## src/rtl/acx_pkg.sv

```systemverilog
package acx_pkg;
   typedef enum logic [1:0] {
      ST_IDLE  = 2'd0,
      ST_HOLD  = 2'd1,
      ST_SHIFT = 2'd2,
      ST_FWD   = 2'd3
   } tx_state_e;
endpackage

```

## src/rtl/ac_sync.sv

```systemverilog
module ac_sync #(
   parameter int STAGES = 2
) (
   input  logic clk,
   input  logic rst_n,
   input  logic d,
   output logic q
);
   generate
      if (STAGES == 0) begin : g_bypass
         assign q = d;
      end else begin : g_chain
         logic [STAGES-1:0] flops;
         always_ff @(posedge clk or negedge rst_n) begin
            if (!rst_n) flops <= '0;
            else if (STAGES == 1) flops <= d;
            else flops <= {flops[STAGES-2:0], d};
         end
         assign q = flops[STAGES-1];
      end
   endgenerate
endmodule

```

## src/rtl/ac_timeout.sv

```systemverilog
module ac_timeout #(
   parameter int TMO_CYC = 2500
) (
   input  logic clk,
   input  logic rst_n,
   input  logic activity,
   input  logic armed,
   output logic fire
);
   localparam int CNT_W = $clog2(TMO_CYC);
   localparam logic [CNT_W-1:0] LIMIT = CNT_W'(TMO_CYC - 1);

   logic [CNT_W-1:0] quiet_cnt;

   always_ff @(posedge clk or negedge rst_n) begin
      if (!rst_n) quiet_cnt <= '0;
      else if (activity) quiet_cnt <= '0;
      else if (quiet_cnt != LIMIT) quiet_cnt <= quiet_cnt + 1'b1;
   end

   assign fire = armed && !activity && (quiet_cnt == LIMIT);
endmodule

```

## src/rtl/ac_crc.sv

```systemverilog
module ac_crc #(
   parameter int          DATA_W = 9,
   parameter int          CRC_W  = 4,
   parameter logic [CRC_W-1:0] POLY = 4'h3
) (
   input  logic [CRC_W-1:0]  seed,
   input  logic [DATA_W-1:0] data,
   output logic [CRC_W-1:0]  crc
);
   logic [CRC_W-1:0] stage [DATA_W+1];

   assign stage[0] = seed;

   generate
      for (genvar i = 0; i < DATA_W; i++) begin : g_bit
         logic fb;
         assign fb = stage[i][CRC_W-1] ^ data[DATA_W-1-i];
         assign stage[i+1] = {stage[i][CRC_W-2:0], 1'b0} ^ (fb ? POLY : '0);
      end
   endgenerate

   assign crc = stage[DATA_W];
endmodule

```

## src/rtl/ac_framer.sv

```systemverilog
module ac_framer
   import acx_pkg::*;
#(
   parameter int ANGLE_W  = 8,
   parameter int CRC_W    = 4,
   parameter int HOLD_CYC = 0
) (
   input  logic               clk,
   input  logic               rst_n,
   input  logic               ma_rise,
   input  logic               tmo_fire,
   input  logic               sli,
   input  logic [ANGLE_W-1:0] angle,
   input  logic               fault,
   input  logic [CRC_W-1:0]   crc_val,
   output logic               slo,
   output logic               st_idle,
   output logic               st_fwd
);
   localparam int FRAME_W = 1 + ANGLE_W + 1 + CRC_W;
   localparam int BIT_W   = $clog2(FRAME_W);
   localparam int HOLD_W  = (HOLD_CYC > 0) ? $clog2(HOLD_CYC + 1) : 1;

   tx_state_e          st;
   logic [FRAME_W-1:0] shreg;
   logic [BIT_W-1:0]   bits_left;
   logic [HOLD_W-1:0]  hold_left;

   always_ff @(posedge clk or negedge rst_n) begin
      if (!rst_n) begin
         st        <= ST_IDLE;
         slo       <= 1'b1;
         shreg     <= '0;
         bits_left <= '0;
         hold_left <= '0;
      end else if (tmo_fire) begin
         st  <= ST_IDLE;
         slo <= 1'b1;
      end else if (ma_rise) begin
         unique case (st)
            ST_IDLE: begin
               shreg     <= {1'b1, angle, ~fault, crc_val};
               slo       <= 1'b0;
               hold_left <= HOLD_W'(HOLD_CYC);
               st        <= ST_HOLD;
            end
            ST_HOLD: begin
               if (hold_left == '0) begin
                  slo       <= shreg[FRAME_W-1];
                  shreg     <= {shreg[FRAME_W-2:0], 1'b0};
                  bits_left <= BIT_W'(FRAME_W - 1);
                  st        <= ST_SHIFT;
               end else begin
                  hold_left <= hold_left - 1'b1;
                  slo       <= 1'b0;
               end
            end
            ST_SHIFT: begin
               if (bits_left == '0) begin
                  slo <= sli;
                  st  <= ST_FWD;
               end else begin
                  slo       <= shreg[FRAME_W-1];
                  shreg     <= {shreg[FRAME_W-2:0], 1'b0};
                  bits_left <= bits_left - 1'b1;
               end
            end
            ST_FWD: slo <= sli;
         endcase
      end
   end

   assign st_idle = (st == ST_IDLE);
   assign st_fwd  = (st == ST_FWD);
endmodule

```

## src/rtl/angle_chain_tx.sv

```systemverilog
module angle_chain_tx #(
   parameter int               ANGLE_W     = 8,
   parameter int               CRC_W       = 4,
   parameter logic [CRC_W-1:0] CRC_POLY    = 4'h3,
   parameter int               SYNC_STAGES = 2,
   parameter int               HOLD_CYC    = 0,
   parameter int               TMO_CYC     = 2500
) (
   input  logic               clk,
   input  logic               rst_n,
   input  logic               ma,
   input  logic               sli,
   input  logic [ANGLE_W-1:0] angle,
   input  logic               fault,
   input  logic [CRC_W-1:0]   crc_seed,
   output logic               slo
);
   localparam int PROT_W = ANGLE_W + 1;

   generate
      if (ANGLE_W < 1) begin : g_bad_angle
         $error("ANGLE_W must be at least 1");
      end
      if (CRC_W < 2) begin : g_bad_crc
         $error("CRC_W must be at least 2");
      end
      if (TMO_CYC < 2) begin : g_bad_tmo
         $error("TMO_CYC must be at least 2");
      end
      if (HOLD_CYC < 0 || SYNC_STAGES < 0) begin : g_bad_cnt
         $error("HOLD_CYC and SYNC_STAGES must not be negative");
      end
   endgenerate

   logic ma_s, ma_q, ma_rise, ma_chg;
   logic tmo_fire, st_idle, st_fwd;
   logic [CRC_W-1:0] crc_val;

   ac_sync #(.STAGES(SYNC_STAGES)) u_sync (
      .clk(clk), .rst_n(rst_n), .d(ma), .q(ma_s)
   );

   always_ff @(posedge clk or negedge rst_n) begin
      if (!rst_n) ma_q <= 1'b0;
      else ma_q <= ma_s;
   end

   assign ma_rise = ma_s & ~ma_q;
   assign ma_chg  = ma_s ^ ma_q;

   ac_timeout #(.TMO_CYC(TMO_CYC)) u_tmo (
      .clk(clk), .rst_n(rst_n), .activity(ma_chg), .armed(~st_idle), .fire(tmo_fire)
   );

   ac_crc #(.DATA_W(PROT_W), .CRC_W(CRC_W), .POLY(CRC_POLY)) u_crc (
      .seed(crc_seed), .data({angle, ~fault}), .crc(crc_val)
   );

   ac_framer #(.ANGLE_W(ANGLE_W), .CRC_W(CRC_W), .HOLD_CYC(HOLD_CYC)) u_framer (
      .clk(clk), .rst_n(rst_n), .ma_rise(ma_rise), .tmo_fire(tmo_fire),
      .sli(sli), .angle(angle), .fault(fault), .crc_val(crc_val),
      .slo(slo), .st_idle(st_idle), .st_fwd(st_fwd)
   );
endmodule

```

## config.mk

```make
export PLATFORM = sky130hd
export DESIGN_NAME = angle_chain_tx
export DESIGN_NICKNAME = d
export VERILOG_FILES = /design/src/rtl/acx_pkg.sv /design/src/rtl/ac_sync.sv /design/src/rtl/ac_timeout.sv /design/src/rtl/ac_crc.sv /design/src/rtl/ac_framer.sv /design/src/rtl/angle_chain_tx.sv
export SDC_FILE = /design/constraint.sdc
export NUM_CORES = 1
export LEC_CHECK = 0
export BUFFER_PORTS_ARGS = -buffer_cell sky130_fd_sc_hd__buf_2
export CAP_MARGIN = 10
export CORE_MARGIN = 1.5
export CORE_UTILIZATION = 50
export CTS_BUF_LIST = sky130_fd_sc_hd__clkbuf_4 sky130_fd_sc_hd__clkbuf_8 sky130_fd_sc_hd__clkbuf_16
export DETAILED_ROUTE_END_ITERATION = 8
export PLACE_DENSITY = 0.68
export SLEW_MARGIN = 0
export SYNTH_ARGS = -nofsm -noshare
export SYNTH_HDL_FRONTEND = slang
export SYNTH_HIERARCHICAL = 1
export SYNTH_SLANG_ARGS = --single-unit
```

## constraint.sdc

```tcl
create_clock -name clk -period 2.9 [get_ports clk]
set_input_delay 0.29 -clock clk [delete_from_list [all_inputs] [get_ports clk]]
set_output_delay 0.29 -clock clk [all_outputs]
set_load 0.02 [all_outputs]
```

# Yosys cells after proc, flatten, opt, wreduce, memory -nomap -nowiden
# Cells that the tools add are included.
[classes] n_bitwise=24 muxes=29 eq_ne=9 n_addsub=3 n_reduce_logical=15
[op_table] cell="$pmux 14 s3" count=1
[op_table] cell="$xor 4x4->4" count=9
[op_table] cell="$mux 14" count=2
[op_table] cell="$mux 2" count=13
[op_table] cell="$mux 12" count=2
[op_table] cell="$add 12x1->12 const B" count=1
[op_table] cell="$eq 12x12->1 const B" count=1
[op_table] cell="$ne 12x12->1 const B" count=1
[op_table] cell="$reduce_and 5->1" count=2
[op_table] cell="$xor 1x1->1" count=10
[op_table] cell="$mux 4" count=2
[op_table] cell="$pmux 4 s2" count=1
[op_table] cell="$reduce_bool 2->1" count=4
[op_table] cell="$pmux 2 s3" count=1
[op_table] cell="$mux 1" count=5
[op_table] cell="$eq 2x2->1 const B" count=2
[op_table] cell="$logic_not 4->1" count=1
[op_table] cell="$ne 2x2->1 const B" count=2
[op_table] cell="$not 1->1" count=4
[op_table] cell="$pmux 1 s4" count=1
[op_table] cell="$reduce_and 4->1" count=1
[op_table] cell="$reduce_bool 4->1" count=1
[op_table] cell="$sub 4x1->4 const B" count=1
[op_table] cell="$ne 3x2->1 const B" count=1
[op_table] cell="other kinds (10)" count=11
[totals] output_inout_bits=1 wordCells=88 reg_bits=37 input_bits=17

# Logic depth before layout (Yosys ltp)
# Gate-level depths: netlist of run 1.
[depth] ltp_word=28 depth_mapped=9 mapped_depth_nobuf=7

# Modules after synthesis
# The synthesis of run 1 kept the hierarchy.
[by_module_without_submodules] mod="ac_framer" seq_area_each_um2=526.8 instances=1 cells_per_inst=99 area_per_inst_um2=1239.9
[by_module_without_submodules] mod="ac_timeout" seq_area_each_um2=300.3 instances=1 cells_per_inst=65 area_per_inst_um2=655.6
[by_module_without_submodules] mod="ac_crc" seq_area_each_um2=0.0 instances=1 cells_per_inst=17 area_per_inst_um2=205.2
[by_module_without_submodules] mod="angle_chain_tx" seq_area_each_um2=25.0 instances=1 cells_per_inst=6 area_per_inst_um2=52.6
[by_module_without_submodules] mod="ac_sync" seq_area_each_um2=50.0 instances=1 cells_per_inst=2 area_per_inst_um2=50.0

# Worst setup path after synthesis of run 1
# Ideal clock, no wire load.
[synth_timing] path_kind="reg-to-reg" from="register u_sync.g_chain.flops[1]" to="register u_framer.shreg[0]" synth_period_minus_slack_ns=2.353 path_slack_ns=0.547 path_stages_with_launch=9 setup_time_ns=0.125 arrival_time_ns=2.228 required_ns=2.775 path_cell_list="dfrtp_1 -> ha_1 -> inv_1 -> clkbuf_1 -> and3b_2 -> nand2b_4 -> a211o_4 -> buf_8 -> mux2_4"
[synth_between] elab_chain_len=6
[synth_rtl] item="start: declaration" line_no="ac_sync.sv:13" rtl="logic [STAGES-1:0] flops;"
[synth_rtl] item="start signal: assignment" line_no="ac_sync.sv:17" rtl="else flops <= {flops[STAGES-2:0], d};"
[synth_rtl] item="$xor 1x1->1" line_no="angle_chain_tx.sv:49" rtl="assign ma_chg = ma_s ^ ma_q;"
[synth_rtl] item="net ma_chg" line_no="angle_chain_tx.sv:35" rtl="logic ma_s, ma_q, ma_rise, ma_chg;"
[synth_rtl] item="$logic_not 1->1" line_no="ac_timeout.sv:21" rtl="assign fire = armed && !activity && (quiet_cnt == LIMIT);"
[synth_rtl] item="$logic_and 1x1->1 (2 in a row)" line_no="ac_timeout.sv:21"
[synth_rtl] item="net tmo_fire" line_no="angle_chain_tx.sv:36" rtl="logic tmo_fire, st_idle, st_fwd;"
[synth_rtl] item="$not 1->1 (no line)"
[synth_rtl] item="$reduce_and 5->1 (no line)"
[synth_rtl] item="end signal: assignment" line_no="ac_framer.sv:42" rtl="shreg <= {1'b1, angle, ~fault, crc_val};"
[synth_rtl] item="end signal: assignment" line_no="ac_framer.sv:50" rtl="shreg <= {shreg[FRAME_W-2:0], 1'b0};"
[synth_rtl] item="end signal: assignment" line_no="ac_framer.sv:64" rtl="shreg <= {shreg[FRAME_W-2:0], 1'b0};"
[synth_rtl] item="end: declaration" line_no="ac_framer.sv:25" rtl="logic [FRAME_W-1:0] shreg;"
# The timed path passes the listed nets, and every way through them passes these cells.
# A chain may end at the register's enable or synchronous reset.

# Worst setup path in the final report of run 1
[layout_timing] from="register u_tmo.quiet_cnt[0]" to="register u_framer.shreg[9]"
[layout_between] elab_chain_len=4
[layout_rtl] item="start: declaration" line_no="ac_timeout.sv:13" rtl="logic [CNT_W-1:0] quiet_cnt;"
[layout_rtl] item="start signal: assignment" line_no="ac_timeout.sv:18" rtl="else if (quiet_cnt != LIMIT) quiet_cnt <= quiet_cnt + 1'b1;"
[layout_rtl] item="$eq 12x12->1" line_no="ac_timeout.sv:21"
[layout_rtl] item="$logic_and 1x1->1" line_no="ac_timeout.sv:21"
[layout_rtl] item="net tmo_fire" line_no="angle_chain_tx.sv:36"
[layout_rtl] item="$not 1->1 (no line)"
[layout_rtl] item="$reduce_and 5->1 (no line)"
# The timed path passes the listed nets, and every way through them passes these cells.

==> results of run 1 <==
per-stage QoR:
stage,power (mW),instances,area (um2)
final,1.978,257,2401
after floorplan,1.464,189,2203
after global routing,2.127,257,2401
after CTS,1.993,257,2401
after global placement,1.573,249,2308
after detailed placement,1.620,249,2308
area by class of cell:
type	instances	area share (%)
clock buffer	6	3.439
tap	50	2.606
sequential	36	37.57
multi-input combinational	133	50.39
timing repair buffer	17	3.544
clock inverter	2	0.4169
inverter	13	2.032
worst max path at each step:
stage	from	end	slack, ps	cells after the start
after floorplan	u_sync/g_chain.flops[1]$_DFF_PN0_	u_framer/shreg[0]$_DFFE_PN0P_	550	8
after global placement	u_tmo/quiet_cnt[0]$_DFFE_PN0P_	u_framer/shreg[7]$_DFFE_PN0P_	480	7
after detailed placement	u_tmo/quiet_cnt[0]$_DFFE_PN0P_	u_framer/shreg[9]$_DFFE_PN0P_	390	7
after CTS	u_tmo/quiet_cnt[0]$_DFFE_PN0P_	u_framer/shreg[9]$_DFFE_PN0P_	380	7
after global routing	u_tmo/quiet_cnt[0]$_DFFE_PN0P_	u_framer/shreg[7]$_DFFE_PN0P_	280	7
final	u_tmo/quiet_cnt[0]$_DFFE_PN0P_	u_framer/shreg[9]$_DFFE_PN0P_	390	7
worst reg2reg max path, cell delays in order, from the launching register on:
cell and delay, ps:
dfrtp_1 400, ha_1 190, or4b_4 480, nor3_4 270, and3b_2 290, nand2b_4 150, a211o_4 250, mux2_2 370
report_power, final:
group / internal (mW) / switching, mW / total, mW
sequential: 0.658 / 0.117 / 0.775
combinational: 0.483 / 0.354 / 0.837
clock: 0.189 / 0.176 / 0.366
total: 1.33 / 0.648 / 1.98
cell families after synthesis:
logic type / share of synthesized area (%)
DFF: 40.94
and+or+nand+nor: 14.14
xor gates and xnor gates: 9.767
adders and majority gates: 5.111
muxes: 17.66
AOI/OAI and AO/OA: 8.235
buffers and inverters: 4.145
cell usage after synthesis (2+ instances only):
cell	instances	area, um2
nor2b_1	2	12.51
xnor3_1	2	45.04
nor2_1	7	26.28
nand2b_1	3	18.77
a21oi_1	9	45.04
xor2_1	5	43.79
xnor2_1	8	70.07
dfrtp_1	35	875.8
ha_1	9	112.6
nand4_1	2	12.51
inv_1	13	48.80
or4b_4	2	27.53
mux2_2	19	214.0
nand3b_1	2	15.01
nand2_1	8	30.03
mux2_4	11	165.2
nand3_1	4	20.02
or3_1	5	31.28
clkbuf_1	4	15.01
or4_1	4	30.03
o31ai_1	4	30.03
o21ai_0	8	40.04
flip-flops by register name (all words and copies together), names as in the netlist:
signal and flops:
u_framer/slo 1, ma_q 1, u_framer/bits_left 4, u_framer/shreg 14, u_tmo/quiet_cnt 12, u_framer/st 2
u_sync/g_chain.flops 2
layout by cell type, fill, tap and decap left out, types with 2 or more instances in the layout:
cell	synthesis	routed
dfrtp_1	35	35
mux2_4	11	11
xnor3_1	2	2
clkinv_2	0	2
o31ai_1	4	4
mux2_2	19	19
or4b_4	2	2
nand2b_1	3	3
or3_1	5	5
a21oi_1	9	9
nand4_1	2	2
buf_2	1	17
xnor2_1	8	8
nand2_1	8	8
o21ai_0	8	8
nor2_1	7	7
xor2_1	5	5
nand3_1	4	4
or4_1	4	4
nand3b_1	2	2
clkbuf_8	0	6
ha_1	9	9
nor2b_1	2	2
inv_1	13	13
metal layers:
metal,share of wire (%),up-vias
li1,-,693
met1,46,694
met2,49,20
met3,2.9,5
met4,1.5,0
met5,0,-
==> Implementation_results.wiki, run 1 <==
{| class="wikitable"
! Metric !! Value
|-
| Launching point of the worst reg2reg path || u_tmo/quiet_cnt[0]$_DFFE_PN0P_
|-
| Core region area || between 0.004 and 0.005 mm2
|-
| Arrival time at the worst endpoint || ~2700 ps
|-
| Crit-path cells || ha_1 -> or4b_4 -> nor3_4 -> and3b_2 -> nand2b_4 -> a211o_4 -> mux2_2
|-
| Rel. slew slack || about half
|-
| Class of the worst hold path || in2async
|-
| Number of DRC markers in iteration 0 || 73
|-
| Area of the die || approximately 0.0048 mm2
|-
| Final Routed Wirelength || about 4000 um
|-
| Effective utilization at floorplan || between 50 and 60%
|-
| Data required time at the worst endpoint || approximately 3100 ps
|-
| Via count of the first global-routing pass || about 1.5k
|-
| Input/output buffers || 17
|-
| TritonCTS clock tree || built
|-
| Total Neg Setup Slack || 0 ps
|-
| Overall fraction of global-route tracks in use || between 10% and 20%
|-
| Kind of start point of the critical path || flip-flop
|-
| Post-DP HPWL || between 2000 and 3000 um
|-
| Setup slack on the worst flop-to-flop path || approximately 390 ps
|-
| Pin count of the biggest net entering global routing || 37
|-
| Sequential Area || 902.1 um2
|-
| Total of endpoints with negative setup slack in the final report || 0
|-
| Final worst hold slack || 80.44 ps
|-
| Number of enable-type register cells in the synthesized netlist || 0
|-
| M2 GR Usage || about 30%
|-
| Via density per instance || about 5.5
|-
| Post-CTS Resized || 0
|-
| Number of rows created at floorplan || 23
|-
| Post-Route Skew || between 4 and 5 ps
|-
| Remaining number of nets flagged by the antenna check after routing || 0
|-
| Least setup slack across all paths after layout || ~390 ps
|-
| Pre-CTS worst setup slack || ~400 ps
|-
| Die height || just under 70 um
|-
| Min Tclk post-route || between 2000 and 3000 ps
|-
| Total of fill cells in the finished design || ~340
|-
| X dimension of the die || approximately 69 um
|-
| Number of antenna violations at the first check in global routing || 0
|-
| Number of hold violations in the final report || 0
|-
| Number of library cell types mapped by synthesis || 45
|-
| Slowest cell on crit path || or4b_4
|-
| Count of mapped cells out of synthesis || 189
|-
| Number of detailed-routing iterations run before antenna repair || 4
|-
| Power density normalized to cell area || between 800 and 900 mW/mm2
|-
| Final design utilization || approximately three fifths
|-
| Maximum buffer depth of the clock tree || 2
|-
| Sequential-to-total area share from yosys stat || 40.94%
|-
| Combined area of the multi-input logic cells || roughly 0.0012 mm2
|-
| Post-synthesis to final-layout area growth || 8.972%
|-
| Net Count, Synth || between 200 and 250
|-
| Drt wl/cell || around 15 um
|-
| Per-instance average area after synthesis || 11.66 um2
|-
| Cells on worst reg2reg path || 7
|-
| CP Max Fanout || 14
|-
| GR peak layer || met2
|-
| Top flip-flop cell by instance count after synthesis || dfrtp_1
|-
| Run status || completed
|-
| Final Slew Violations || 0
|-
| Clock tree sinks || 36
|-
| Pin slew with the least headroom to its limit || approximately 770 ps
|-
| Wire length of the first global-routing pass || a little under 7000 um
|-
| Kind of end point of the critical path || flip-flop
|-
| Met3 track demand over resource in global routing || roughly 4.7%
|-
| F_max || 398.3 MHz
|-
| Count of state elements after synthesis || 36
|-
| Antenna Diode Count || 0
|-
| Slowest stage delay, CP || ~480 ps
|-
| Boundary pin count || 18
|-
| Nets || 232
|-
| Proportion of layout cells with a drive suffix above 1 || a little under a third
|-
| Via Count || 1412
|-
| Met1 usage in global routing || a little over a fifth
|-
| Cts bufs inserted || 5
|-
| Netlist Area Pre-Place || ~0.0022 mm2
|-
| Global-route congestion overflow total || 0
|-
| Crit-path leading delay family || simple AND/OR/NAND/NOR gates
|-
| Number of hold buffers added after cts || 0
|-
| Critical path start-end classification || reg2reg
|-
| Clock input transition at the sequential cells of the worst setup and hold paths || 70 ps
|-
| Buffers and inverters on the worst path || 0
|-
| Final weighted congestion of routability-driven global placement || 0.7607
|-
| Post-CTS Setup Bufs || 0
|-
| Worst R2R End || u_framer/shreg[9]$_DFFE_PN0P_
|-
| Post-route DRC violation count || 0
|-
| Async set-reset flop share out of synthesis || 100.0%
|-
| Worst voltage drop across the vdd grid || 0.4740 mV
|-
| Max-cap check violation count || 0
|-
| Number of warning messages in the yosys log || 6
|-
| CTS root buf || clkbuf_8
|-
| Leakage power || around 1.1 nW
|-
| Clock latency of the later-clocked register in the worst-skew pair || around 290 ps
|-
| Final Cycle Share || 86.57%
|-
| Htree depth || 2
|-
| RSZ-0062 raised after global routing || false
|}
(Power assumes the default switching activity.)
==> inputs of run 2 (changes only) <==
--- a/config.mk
+++ b/config.mk
@@ -7,6 +7,7 @@
 export LEC_CHECK = 0
 export BUFFER_PORTS_ARGS = -buffer_cell sky130_fd_sc_hd__buf_2
 export CAP_MARGIN = 10
+export CORE_ASPECT_RATIO = 1.25
 export CORE_MARGIN = 1.5
 export CORE_UTILIZATION = 50
 export CTS_BUF_LIST = sky130_fd_sc_hd__clkbuf_4 sky130_fd_sc_hd__clkbuf_8 sky130_fd_sc_hd__clkbuf_16
==> constraint.sdc (replaced) <==
create_clock -name clk -period 2.4 [get_ports clk]
set_input_delay 0.24 -clock clk [delete_from_list [all_inputs] [get_ports clk]]
set_output_delay 0.24 -clock clk [all_outputs]
set_load 0.01 [all_outputs]
==> Implementation_results.wiki, run 2 (synthesized netlist as in run 1, its figures left out) <==
{| class="wikitable"
! Metric !! Value
|-
| RSZ-0062 raised after global routing || false
|-
| Final weighted congestion of routability-driven global placement || slightly below 0.8
|-
| Internal power summed over all cells || around 1.7 mW
|-
| Run status || completed
|-
| CP Max Fanout || 7
|-
| Data required time at the worst endpoint || around 2600 ps
|-
| Number of DRC markers in iteration 0 || 32
|-
| Post-CTS Resized || 0
|-
| Most frequent cells in the layout || 35 x dfrtp_1, 19 x mux2_2, 17 x buf_2
|-
| Pin slew with the least headroom to its limit || around 780 ps
|-
| Core region area || 0.004164 mm2
|-
| Power density normalized to cell area || about 990 mW/mm2
|-
| Drt wl/cell || about 15 um
|-
| Input/output buffers || 17
|-
| Post-CTS Setup Bufs || 0
|-
| Post-DP HPWL || ~3000 um
|-
| Clock input transition at the sequential cells of the worst setup and hold paths || roughly 70 ps
|-
| Area of the die || a little under 0.005 mm2
|-
| Cells on worst reg2reg path || 7
|-
| Overall fraction of global-route tracks in use || 17.94%
|-
| Arrival time at the worst endpoint || ~2500 ps
|-
| Top Registers || u_framer/shreg x14, u_tmo/quiet_cnt x12, u_framer/bits_left x4
|-
| Clock tree sinks || 36
|-
| Number of hold buffers added after cts || 0
|-
| Rel. slew slack || roughly 48%
|-
| Share of power burned in registers || 38.1%
|-
| Max-cap check violation count || 0
|-
| Clock share of power || ~19%
|-
| F_max || roughly 440 MHz
|-
| Number of rows created at floorplan || 26
|-
| Boundary pin count || 18
|-
| Maximum buffer depth of the clock tree || 2
|-
| Nets || about 240
|-
| Power spent charging and discharging nets || just under 0.8 mW
|-
| Antenna Diode Count || 0
|-
| Post-synthesis to final-layout area growth || 11.98%
|-
| Part of the total power dissipated in combinational logic || ~43%
|-
| Post-route DRC violation count || 0
|-
| Total Neg Setup Slack || 0 ps
|-
| Global-route congestion overflow total || 0
|-
| Number of detailed-routing iterations run before antenna repair || 4
|-
| X dimension of the die || approximately 62 um
|-
| Worst voltage drop across the vdd grid || approximately 0.60 mV
|-
| Die height || a little under 80 um
|-
| Most frequent standard cell in the layout excluding fill and tap cells || dfrtp_1
|-
| Total of endpoints with negative setup slack in the final report || 0
|-
| Via Count || between 1k and 1.5k
|-
| Remaining number of nets flagged by the antenna check after routing || 0
|-
| Post-Route Skew || ~5.4 ps
|-
| TritonCTS clock tree || built
|-
| Proportion of total power due to net switching || a little under a third
|-
| Biggest register || u_framer/shreg
|-
| Overall Power || about 2.5 mW
|-
| Proportion of layout cells with a drive suffix above 1 || 33.49%
|-
| Class of the worst hold path || in2async
|-
| Critical path start-end classification || reg2reg
|-
| Cts bufs inserted || 5
|-
| Number of antenna violations at the first check in global routing || 0
|-
| Min Tclk post-route || around 2300 ps
|-
| Via density per instance || ~5.5
|-
| Htree depth || 2
|-
| CTS root buf || clkbuf_8
|-
| Kind of start point of the critical path || flip-flop
|-
| Kind of end point of the critical path || flip-flop
|-
| Final Slew Violations || 0
|-
| Number of hold violations in the final report || 0
|-
| Max FFs per register || 14
|-
| Via count of the first global-routing pass || roughly 1.5k
|-
| Final Cycle Share || between 90% and 100%
|-
| Wire length of the first global-routing pass || between 6000 and 7000 um
|-
| Clock latency of the later-clocked register in the worst-skew pair || between 200 and 300 ps
|-
| Final Routed Wirelength || 3981 um
|-
| Pin count of the biggest net entering global routing || 37
|-
| Effective utilization at floorplan || 52.91%
|-
| Leakage power || roughly 1.1 nW
|}
run 2: worst paths after layout:
| path | endpoint | slack [ps] | from |
|---|---|---|---|
| max | u_framer/shreg[8]$_DFFE_PN0P_ | 120 | u_tmo/quiet_cnt[0]$_DFFE_PN0P_ |
| min | u_tmo/quiet_cnt[10]$_DFFE_PN0P_ | 40 | rst_n |
| max reg2reg | u_framer/shreg[8]$_DFFE_PN0P_ | 120 | u_tmo/quiet_cnt[0]$_DFFE_PN0P_ |
| min reg2reg | u_sync/g_chain.flops[1]$_DFF_PN0_ | 350 | u_sync/g_chain.flops[0]$_DFF_PN0_ |
| max in group asynchronous | u_framer/shreg[8]$_DFFE_PN0P_ | 1870 | rst_n |
| min in group clk | u_sync/g_chain.flops[0]$_DFF_PN0_ | 60 | ma |
run 2: area by class of cell:
cell class              count  area (um2)
clock buffers               8       103.9
flip-flops and latches     36       902.1
repair buffers             21       115.1
inverters                  13       48.80
fillers                   365        1697
multi-input cells         134        1227
well taps                  56       70.07
run 2: power by group through the flow:
stage / Clock (mW) / Sequential (mW) / Combinational (mW)
after detailed placement: 0 / 0.937 / 1.04
after floorplan: 0 / 0.901 / 0.862
after CTS: 0.489 / 0.934 / 1.03
after global placement: 0 / 0.928 / 0.972
final: 0.475 / 0.934 / 1.04
after global routing: 0.518 / 0.959 / 1.13
run 2: metal layers:
metal,vias up,track usage (%),wire length (um)
li1,710,-,-
met3,10,3.226,111
met4,0,8.000,81
met2,27,32.93,2073
met5,-,0,0
met1,722,20.11,1714
run 2: metrics by stage:
step                cells  worst slack [ps]  instance area [um2]  hold slack (ps)  utilization, %
floorplan             189             47.36                 2203           -55.59               -
global placement      259             113.3                 2346            350.1           56.34
detailed placement    259             43.83                 2346            334.7           56.34
CTS                   267             21.97                 2450            55.56           58.83
global route          268             10.60                 2467            47.33           59.25
finish                268             116.9                 2467            39.61           59.25
run 2: critical path, cell delays in order (launching register included):
cell      delay, ps
dfrtp_1         400
ha_1            210
or4b_4          480
nor3_4          190
and3b_2         210
nand2b_4        150
a211o_4         170
mux2_2          350
